==> src/rtl/csg_pkg.sv <==
package csg_pkg;
   // Capture clock step in picoseconds (informational scale of one period unit)
   localparam int unsigned STEP_PS = 4000;

   // Reference choice encoded in the source-select input
   typedef enum logic {
      REF_ONBOARD  = 1'b0,
      REF_EXTERNAL = 1'b1
   } ref_src_e;

   // Per-bank timer phase
   typedef enum logic [1:0] {
      PH_IDLE  = 2'd0,
      PH_PULSE = 2'd1,
      PH_QUIET = 2'd2
   } timer_phase_e;
endpackage

==> src/rtl/csg_period_clamp.sv <==
module csg_period_clamp #(
   parameter int unsigned IN_W  = 12,
   parameter int unsigned OUT_W = 12,
   parameter int unsigned LO    = 25,
   parameter int unsigned HI    = 2500
) (
   input  logic [IN_W-1:0]  raw_word,
   output logic [OUT_W-1:0] lim_word
);
   localparam logic [IN_W-1:0]  LO_IN  = IN_W'(LO);
   localparam logic [IN_W-1:0]  HI_IN  = IN_W'(HI);
   localparam logic [OUT_W-1:0] LO_OUT = OUT_W'(LO);
   localparam logic [OUT_W-1:0] HI_OUT = OUT_W'(HI);

   initial begin
      assert (LO <= HI) else $error("clamp: lower bound above upper bound");
      assert (HI < (1 << IN_W)) else $error("clamp: upper bound does not fit the input word");
      assert (HI < (1 << OUT_W)) else $error("clamp: upper bound does not fit the output word");
   end

   logic under, over;

   always_comb begin
      under = (raw_word < LO_IN);
      over  = (raw_word > HI_IN);
      if (under)
         lim_word = LO_OUT;
      else if (over)
         lim_word = HI_OUT;
      else
         lim_word = OUT_W'(raw_word);
   end
endmodule

==> src/rtl/csg_ref_qualify.sv <==
module csg_ref_qualify #(
   parameter int unsigned NUM_GROUPS   = 2,
   parameter bit          REQUIRE_LOCK = 1'b1
) (
   input  logic [NUM_GROUPS-1:0] gate_in,
   input  logic                  src_ext,
   input  logic                  lock_in,
   output logic [NUM_GROUPS-1:0] run_req
);
   import csg_pkg::*;

   initial begin
      assert (NUM_GROUPS >= 1) else $error("qualify: need at least one bank");
   end

   logic ref_ok;

   generate
      if (REQUIRE_LOCK) begin : g_lock_gate
         always_comb begin
            if (ref_src_e'(src_ext) == REF_EXTERNAL)
               ref_ok = lock_in;
            else
               ref_ok = 1'b1;
         end
      end else begin : g_no_lock_gate
         logic unused_lock;
         always_comb begin
            unused_lock = src_ext ^ lock_in;
            ref_ok      = 1'b1;
         end
      end
   endgenerate

   generate
      for (genvar g = 0; g < NUM_GROUPS; g++) begin : g_bank
         always_comb run_req[g] = gate_in[g] & ref_ok;
      end
   endgenerate
endmodule

==> src/rtl/csg_group_timer.sv <==
module csg_group_timer #(
   parameter int unsigned CNT_W       = 12,
   parameter int unsigned MIN_PERIOD  = 25,
   parameter int unsigned MAX_PERIOD  = 2500,
   parameter int unsigned HIGH_CYCLES = 4
) (
   input  logic             clk,
   input  logic             rst_n,
   input  logic             run_req,
   input  logic [CNT_W-1:0] period_lim,
   output logic             strobe_o,
   output logic             active_o
);
   import csg_pkg::*;

   localparam logic [CNT_W-1:0] ONE_V  = CNT_W'(1);
   localparam logic [CNT_W-1:0] HIGH_V = CNT_W'(HIGH_CYCLES);
   localparam logic [CNT_W-1:0] MIN_V  = CNT_W'(MIN_PERIOD);
   localparam logic [CNT_W-1:0] MAX_V  = CNT_W'(MAX_PERIOD);

   initial begin
      assert (HIGH_CYCLES >= 1) else $error("timer: pulse must last at least one cycle");
      assert (MIN_PERIOD > HIGH_CYCLES) else $error("timer: shortest period must exceed the pulse");
      assert (MAX_PERIOD < (1 << CNT_W)) else $error("timer: counter too narrow");
   end

   timer_phase_e phase_q;
   logic [CNT_W-1:0] cnt_q;
   logic [CNT_W-1:0] per_q;
   logic [CNT_W-1:0] cnt_inc;
   logic             at_end;

   always_comb begin
      cnt_inc = cnt_q + ONE_V;
      at_end  = (cnt_q == (per_q - ONE_V));
   end

   always_ff @(posedge clk) begin
      if (!rst_n) begin
         phase_q <= PH_IDLE;
         cnt_q   <= '0;
         per_q   <= MIN_V;
      end else if (!run_req) begin
         phase_q <= PH_IDLE;
         cnt_q   <= '0;
         per_q   <= period_lim;
      end else if (phase_q == PH_IDLE || at_end) begin
         phase_q <= PH_PULSE;
         cnt_q   <= '0;
         per_q   <= period_lim;
      end else begin
         cnt_q   <= cnt_inc;
         phase_q <= (cnt_inc < HIGH_V) ? PH_PULSE : PH_QUIET;
      end
   end

   // Strobe and status come straight out of dedicated flops
   always_ff @(posedge clk) begin
      if (!rst_n) begin
         strobe_o <= 1'b0;
         active_o <= 1'b0;
      end else if (!run_req) begin
         strobe_o <= 1'b0;
         active_o <= 1'b0;
      end else if (phase_q == PH_IDLE || at_end) begin
         strobe_o <= 1'b1;
         active_o <= 1'b1;
      end else begin
         strobe_o <= (cnt_inc < HIGH_V);
         active_o <= 1'b1;
      end
   end


   cnt_bound_chk: assert property (@(posedge clk) disable iff (!rst_n)
      active_o |-> (cnt_q < per_q));


   pulse_phase_chk: assert property (@(posedge clk) disable iff (!rst_n)
      strobe_o |-> (cnt_q < HIGH_V));


   pulse_start_chk: assert property (@(posedge clk) disable iff (!rst_n)
      (active_o && cnt_q == '0) |-> strobe_o);


   period_legal_chk: assert property (@(posedge clk) disable iff (!rst_n)
      active_o |-> (per_q >= MIN_V && per_q <= MAX_V));


   start_edge_chk: assert property (@(posedge clk) disable iff (!rst_n)
      (run_req && !active_o) |=> (strobe_o && active_o));


   idle_quiet_chk: assert property (@(posedge clk) disable iff (!rst_n)
      !run_req |=> (!strobe_o && !active_o && cnt_q == '0));


   period_hold_chk: assert property (@(posedge clk) disable iff (!rst_n)
      (active_o && run_req && !at_end) |=> $stable(per_q));
endmodule

==> src/rtl/conv_strobe_gen.sv <==
module conv_strobe_gen #(
   parameter int unsigned NUM_GROUPS   = 2,
   parameter int unsigned PERIOD_W     = 12,
   parameter int unsigned MIN_PERIOD   = 25,
   parameter int unsigned MAX_PERIOD   = 2500,
   parameter int unsigned HIGH_CYCLES  = 4,
   parameter bit          REQUIRE_LOCK = 1'b1
) (
   input  logic                           clk,
   input  logic                           rst_n,
   input  logic [NUM_GROUPS*PERIOD_W-1:0] period_cfg,
   input  logic [NUM_GROUPS-1:0]          grp_enable,
   input  logic                           clk_src_ext,
   input  logic                           pll_locked,
   output logic [NUM_GROUPS-1:0]          strobe,
   output logic [NUM_GROUPS-1:0]          grp_active
);
   localparam int unsigned CNT_W = $clog2(MAX_PERIOD + 1);

   initial begin
      assert (NUM_GROUPS >= 1) else $error("top: need at least one bank");
      assert (MAX_PERIOD < (1 << PERIOD_W)) else $error("top: period word too narrow");
   end

   logic [NUM_GROUPS-1:0] run_req;

   csg_ref_qualify #(
      .NUM_GROUPS   (NUM_GROUPS),
      .REQUIRE_LOCK (REQUIRE_LOCK)
   ) u_qualify (
      .gate_in (grp_enable),
      .src_ext (clk_src_ext),
      .lock_in (pll_locked),
      .run_req (run_req)
   );

   generate
      for (genvar g = 0; g < NUM_GROUPS; g++) begin : g_bank
         logic [CNT_W-1:0] lim;

         csg_period_clamp #(
            .IN_W  (PERIOD_W),
            .OUT_W (CNT_W),
            .LO    (MIN_PERIOD),
            .HI    (MAX_PERIOD)
         ) u_clamp (
            .raw_word (period_cfg[g*PERIOD_W +: PERIOD_W]),
            .lim_word (lim)
         );

         csg_group_timer #(
            .CNT_W       (CNT_W),
            .MIN_PERIOD  (MIN_PERIOD),
            .MAX_PERIOD  (MAX_PERIOD),
            .HIGH_CYCLES (HIGH_CYCLES)
         ) u_timer (
            .clk        (clk),
            .rst_n      (rst_n),
            .run_req    (run_req[g]),
            .period_lim (lim),
            .strobe_o   (strobe[g]),
            .active_o   (grp_active[g])
         );
      end
   endgenerate


   lock_hold_chk: assert property (@(posedge clk) disable iff (!rst_n)
      (REQUIRE_LOCK && clk_src_ext && !pll_locked) |=> (grp_active == '0 && strobe == '0));


   gate_follow_chk: assert property (@(posedge clk) disable iff (!rst_n)
      (grp_active & ~$past(grp_enable)) == '0);
endmodule

==> config.mk <==
export PLATFORM = sky130hd
export DESIGN_NAME = conv_strobe_gen
export DESIGN_NICKNAME = d
export VERILOG_FILES = /design/src/rtl/csg_pkg.sv /design/src/rtl/csg_period_clamp.sv /design/src/rtl/csg_ref_qualify.sv /design/src/rtl/csg_group_timer.sv /design/src/rtl/conv_strobe_gen.sv
export SDC_FILE = /design/constraint.sdc
export NUM_CORES = 1
export LEC_CHECK = 0
export BUFFER_PORTS_ARGS = -buffer_cell sky130_fd_sc_hd__buf_4
export CORE_MARGIN = 3
export CORE_UTILIZATION = 34
export CTS_CLUSTER_SIZE = 10
export DETAILED_ROUTE_END_ITERATION = 8
export GPL_TIMING_DRIVEN = 0
export RECOVER_POWER = 100
export SLEW_MARGIN = 20
export SYNTH_ARGS = -nofsm -noshare
export SYNTH_HDL_FRONTEND = slang
export SYNTH_SLANG_ARGS = --single-unit
==> constraint.sdc <==
create_clock -name clk -period 2.9 [get_ports clk]
set_input_delay 0 -clock clk [delete_from_list [all_inputs] [get_ports clk]]
set_output_delay 0 -clock clk [all_outputs]
set_load 0.05 [all_outputs]
==> metrics.cfg, run 1 <==
[placement]
place_hpwl_um=6150
io_buffers=33
gp_congestion=0.867

[flow_run]
cap_violations=0

[clocking]
cts_inserted_buffers=5
insertion_delay_ns=0.31
path_clk_slew_ns=0.09
cts.htree.levels=2
clk_path_buf_depth=2
cts-root-buf=clkbuf_8
postCtsSetupBuffers=0
cts_sinks=54
cts_tree=built

[min_path]
hp-class=in2reg

[cells_and_area]
final_cell_mix=54 x dfxtp_1, 46 x nor2_1, 35 x nand2_1, 34 x buf_4, 27 x xnor2_1
fin_nets=507
utilization=0.424
mostFrequentLayoutCell=dfxtp_1
areaGrowthSynthToFinish_pct=18.0
antenna_cells=0
drive_gt1_frac=0.123

[timing]
hold_viol=0
fin_crit_ns=2.60
final-setup-viol-count=0
period_share=0.897
slew_violations=0
holdWs_ns=0.00495
fin_tns_setup_ns=0
relSlewSlack=0.380
rsz0062_at_grt=no
finClkSkew_ns=0.00972
max_freq_mhz=385
tightestPinTransition_ns=0.918

[outcome]
status=completed

[detailed_routing]
drt_pass1_iterations=4
wirelength_um=8030
route.detailed.drc=0
drt_iter0_markers=88
route.vias.total=3078
vias_per_cell=5.11
wl_per_cell_um=13.3
antenna_left=0

[synthesis]
syn-num-nets=454
ys.flop_type=dfxtp_1
async_reset_ff_frac=0
synth-edff-count=0
ys_types=63
ys_warn_count=0
seq_area_frac_synth=0.316
avgSynthCellArea_um2=8.14
synthesis.area_um2=3420
syn_inst=420
ys_ff_latch=54

[setup_path]
critPathMaxFanout=10
crit_arrival_ns=2.81
slowest_stage=dfxtp_1
worst_path_dominant_cell_family=simple AND/OR/NAND/NOR gates
crit_required_ns=3.11
crit_buf_inv=3
cp-start-kind=register
crit_type=reg2reg
cp-end-kind=register
crit_path_cell_trace=inv_1 -> ha_1 -> clkbuf_1 -> and2_0 -> nor4b_1 -> a31oi_1 -> a2111oi_4 -> o211ai_1 -> nand2_2 -> buf_4 -> nor2_1
slowest_delay_ns=0.38

[grt]
antenna_found_initial=0
grt_remaining_overflow=0
grt_pass1_vias=2975
grt_max_degree=16
grt_pass1_wl_um=13700
grt.total_usage=0.147

[floorplanning]
die_w_um=106
fp-row-count=35
initial_core_util=0.360
die_area_um2=11300
floorplan.io_pins=34
die_h_um=106
core_area_um2=9500

[power_and_ir_drop]
power_leakage_nw=1.44
vdd_drop_max_mv=0.191
p_per_area_nw_per_um2=392

power breakdown:
part           leakage [nW]  total (mW)  internal [mW]  switching, mW
registers             0.443       0.805          0.770         0.0349
clock network        0.0573       0.516          0.277          0.240
logic                 0.939       0.260          0.123          0.138
total                  1.44        1.58           1.17          0.412
synthesized netlist by cell type, drive strengths merged, types with 7 or more instances:
library cell / number / area, um2
a21oi: 18 / 90.1
and3: 7 / 43.8
buf: 12 / 83.8
clkbuf: 17 / 63.8
dfxtp: 54 / 1080
inv: 15 / 56.3
mux2i: 17 / 170
nand2: 36 / 138
nand3: 20 / 100
nor2: 47 / 186
nor2b: 8 / 50.1
nor3: 11 / 55.1
nor4: 9 / 77.6
o21ai: 19 / 95.1
xnor2: 27 / 236
xor2: 17 / 149
through the flow:
step           total power, mW  instance area, um2  worst slack (ns)  std cells
2_1_floorplan            0.985                3420             0.676        420
3_3_place_gp              1.07                3830             0.395        582
3_5_place_dp              1.07                3830             0.360        582
4_1_cts                   1.61                4070             0.329        602
5_1_grt                   1.66                4030            0.0949        602
6_report                  1.58                4030             0.300        602
worst reg2reg max path, cell delays in order (launching register included):
cell and delay, ns:
dfxtp_1 0.38, inv_1 0.08, ha_1 0.13, clkbuf_1 0.28
and2_0 0.22, nor4b_1 0.26, a31oi_1 0.12, a2111oi_4 0.35
o211ai_1 0.22, nand2_2 0.20, buf_4 0.20, nor2_1 0.06
sequential cells by signal, indices dropped and copies added (netlist names):
name	flops
g_bank.u_timer.cnt_q	24
g_bank.u_timer.active_o	2
g_bank.u_timer.per_q	24
g_bank.u_timer.strobe_o	1
g_bank.u_timer.phase_q	3
layer usage:
| layer | wire length [um] | part of all wire | track usage | vias up |
|---|---|---|---|---|
| met5 | 0 | 0 | 0 | - |
| met4 | 136 | 0.017 | 0.0481 | 0 |
| met3 | 220 | 0.027 | 0.0243 | 12 |
| met2 | 3830 | 0.48 | 0.260 | 52 |
| met1 | 3840 | 0.48 | 0.181 | 1416 |
| li1 | - | - | - | 1598 |
logic make-up (layout without fill, tap and decap cells):
logic type / after synthesis / count (layout) / synth area share
AND/OR/NAND/NOR: 175 / 175 / 0.273
AO/OA/AOI/OAI: 80 / 80 / 0.168
flip-flops: 54 / 54 / 0.316
XOR/XNOR: 44 / 44 / 0.113
buffers and inverters: 44 / 97 / 0.0596
multiplexers: 19 / 19 / 0.0563
adder cells (fa/ha/maj): 4 / 4 / 0.0146
cell type report:
type / instances / area (um2)
Clock inverter: 1 / 30.0
Timing Repair Buffer: 46 / 363
Tap cell: 129 / 161
Multi-Input combinational cell: 322 / 2120
Inverter: 15 / 56.3
Fill cell: 992 / 5470
Clock buffer: 6 / 82.6
Sequential cell: 54 / 1080
Buffer: 29 / 143
path summary, 6_finish.rpt:
kind | startpoint | endpoint | slack [ns] | cells after the start
worst min-delay path | period_cfg[8] | g_bank[0].u_timer.per_q[8] | 0.005 | 3
worst max-delay path | g_bank[0].u_timer.per_q[0] | g_bank[0].u_timer.cnt_q[9] | 0.30 | 11
worst max register to register | g_bank[0].u_timer.per_q[0] | g_bank[0].u_timer.cnt_q[9] | 0.30 | 11
worst min register to register | g_bank[1].u_timer.per_q[11] | g_bank[1].u_timer.per_q[11] | 0.48 | 2
timing repair:
action	4_1_cts	5_1_grt
endpoints found under the hold margin	13	0
hold buffers	13	0
resized for setup	0	0
Note: power is estimated with default switching activity, not from simulation.
==> run 2: changes to the inputs <==
Clock period 2.9 ns to 2.3 ns, I/O delays scaled along.
==> metrics.cfg, run 2 (synthesized netlist as in run 1, its figures left out) <==
[grt]
grt_pass1_wl_um=13900  ; was 13700 um
grt_remaining_overflow=0  ; unchanged
grt.total_usage=0.148  ; was 0.147
grt_pass1_vias=2995  ; was 2975
grt_max_degree=16  ; unchanged
antenna_found_initial=0  ; unchanged

[floorplanning]
floorplan.io_pins=34  ; unchanged
die_area_um2=11300  ; unchanged
die_h_um=106  ; unchanged
die_w_um=106  ; unchanged
initial_core_util=0.360  ; unchanged
core_area_um2=9500  ; unchanged
fp-row-count=35  ; unchanged

[min_path]
hp-class=in2reg  ; unchanged
hp-start=period_cfg[8]  ; unchanged

[timing]
slew_violations=0  ; unchanged
layout_setup_ws_ns=0.0670  ; was 0.300 ns
fin_crit_ns=2.23  ; was 2.60 ns
relSlewSlack=0.371  ; was 0.380
finClkSkew_ns=0.00942  ; was 0.00972 ns
max_freq_mhz=448  ; was 385 MHz
final-setup-viol-count=0  ; unchanged
tightestPinTransition_ns=0.931  ; was 0.918 ns
period_share=0.971  ; was 0.897
hold_viol=0  ; unchanged
fin_tns_setup_ns=0  ; unchanged

[setup_path]
cp-startpoint=g_bank[1].u_timer.per_q[5]  ; was g_bank[0].u_timer.per_q[0]
cp-end-kind=register  ; unchanged
critPathMaxFanout=7  ; was 10
rr_endpoint=g_bank[1].u_timer.per_q[2]  ; was g_bank[0].u_timer.cnt_q[9]
crit_arrival_ns=2.45  ; was 2.81 ns
reg2reg_depth=9  ; was 11
crit_end=g_bank[1].u_timer.per_q[2]  ; was g_bank[0].u_timer.cnt_q[9]
ff2ff_setup_slack_ns=0.07  ; was 0.30 ns
crit_type=reg2reg  ; unchanged
cp-start-kind=register  ; unchanged
crit_required_ns=2.52  ; was 3.11 ns
timing.rr.start=g_bank[1].u_timer.per_q[5]  ; was g_bank[0].u_timer.per_q[0]

[detailed_routing]
antenna_left=0  ; unchanged
route.detailed.drc=0  ; unchanged
wirelength_um=8440  ; was 8030 um
drt_pass1_iterations=4  ; unchanged
wl_per_cell_um=14.0  ; was 13.3 um
route.vias.total=3107  ; was 3078
vias_per_cell=5.15  ; was 5.11
drt_iter0_markers=93  ; was 88

[cells_and_area]
drive_gt1_frac=0.211  ; was 0.123
antenna_cells=0  ; unchanged
num-fill-cells=952  ; was 992
final_cell_mix=45 x dfxtp_1, 42 x nor2_1, 41 x buf_4, 35 x nand2_1, 27 x xnor2_1  ; was 54 x dfxtp_1, 46 x nor2_1, 35 x nand2_1, 34 x buf_4, 27 x xnor2_1
areaGrowthSynthToFinish_pct=25.6  ; was 18.0%
fin_nets=508  ; was 507
reg_top3=g_bank.u_timer.cnt_q x24, g_bank.u_timer.per_q x24, g_bank.u_timer.phase_q x3  ; unchanged
mostFrequentLayoutCell=dfxtp_1  ; unchanged

[outcome]
status=completed  ; unchanged

[clocking]
insertion_delay_ns=0.31  ; about the same
cts.htree.levels=2  ; unchanged
cts-root-buf=clkbuf_8  ; unchanged
cts_tree=built  ; unchanged
cts_inserted_buffers=5  ; unchanged
path_clk_slew_ns=0.10  ; was 0.09 ns
cts_sinks=54  ; unchanged
clk_path_buf_depth=2  ; unchanged

[placement]
place_ws_ns=-0.240  ; was 0.360 ns
place_hpwl_um=6150  ; unchanged
gp_congestion=0.867  ; unchanged
io_buffers=33  ; unchanged

[power_and_ir_drop]
p_per_area_nw_per_um2=477  ; was 392 nW/um2
power_leakage_nw=1.54  ; was 1.44 nW
vdd_drop_max_mv=0.252  ; was 0.191 mV

[flow_run]
cap_violations=0  ; unchanged

[run 2: worst min-delay path by stage]
stage | to | slack [ns] | cells past startpoint
global route | g_bank[0].u_timer.per_q[8] | 0.02 | 3
detailed placement | g_bank[0].u_timer.per_q[9] | 0.29 | 3
CTS | g_bank[0].u_timer.per_q[8] | 0.0006 | 3
floorplan | g_bank[0].u_timer.per_q[11] | 0.14 | 2
finish | g_bank[0].u_timer.per_q[8] | 0.005 | 3
global placement | g_bank[0].u_timer.per_q[9] | 0.28 | 3
[run 2: what timing repair did]
action,in CTS,in global routing
endpoints found under the setup margin,43,47
gates resized for setup,6,41
pin swaps,4,14
hold endpoints to repair,13,0
hold buffers,13,0
buffers inserted,4,6
gates cloned,0,1
[run 2: stage by stage]
stage / cell area, um2 / total power [mW] / util / std cells / hold WS (ns)
after floorplan: 3420 / 1.24 / - / 420 / 0.139
after global placement: 3830 / 1.35 / 0.403 / 582 / 0.280
after detailed placement: 3830 / 1.35 / 0.403 / 582 / 0.286
after CTS: 4110 / 2.03 / 0.433 / 604 / 0.000630
after global routing: 4290 / 2.15 / 0.452 / 603 / 0.0176
final: 4290 / 2.05 / 0.452 / 603 / 0.00541
[run 2: area by class of cell]
cell class	count	area (um2)	area share
buffer	19	120	0.0280
clock buffer	6	82.6	0.0192
clock inverter	1	30.0	0.00699
inverter	15	56.3	0.0131
multi-input combinational	322	2280	0.531
sequential	54	1100	0.256
tap	129	161	0.0376
timing repair buffer	57	465	0.108
[run 2: power breakdown]
group	leakage [nW]	internal, mW	total [mW]	switching, mW
combinational	1.04	0.182	0.373	0.190
sequential	0.445	0.972	1.03	0.0553
clock	0.0573	0.349	0.649	0.301
[run 2: critical path, cell delays in order, from the launching register on]
cell	delay (ns)
dfxtp_4	0.38
or4_4	0.57
o311ai_4	0.30
o41ai_2	0.12
nand4_1	0.12
nor2_2	0.06
buf_6	0.13
buf_4	0.13
buf_4	0.12
o31ai_1	0.21
[run 2: layer usage]
layer  global-route usage  vias up  share of wire
met3               0.0225       15          0.026
met4               0.0463        0          0.018
li1                     -     1599              -
met1                0.184     1433           0.47
met2                0.262       60           0.49
met5                    0        -              0
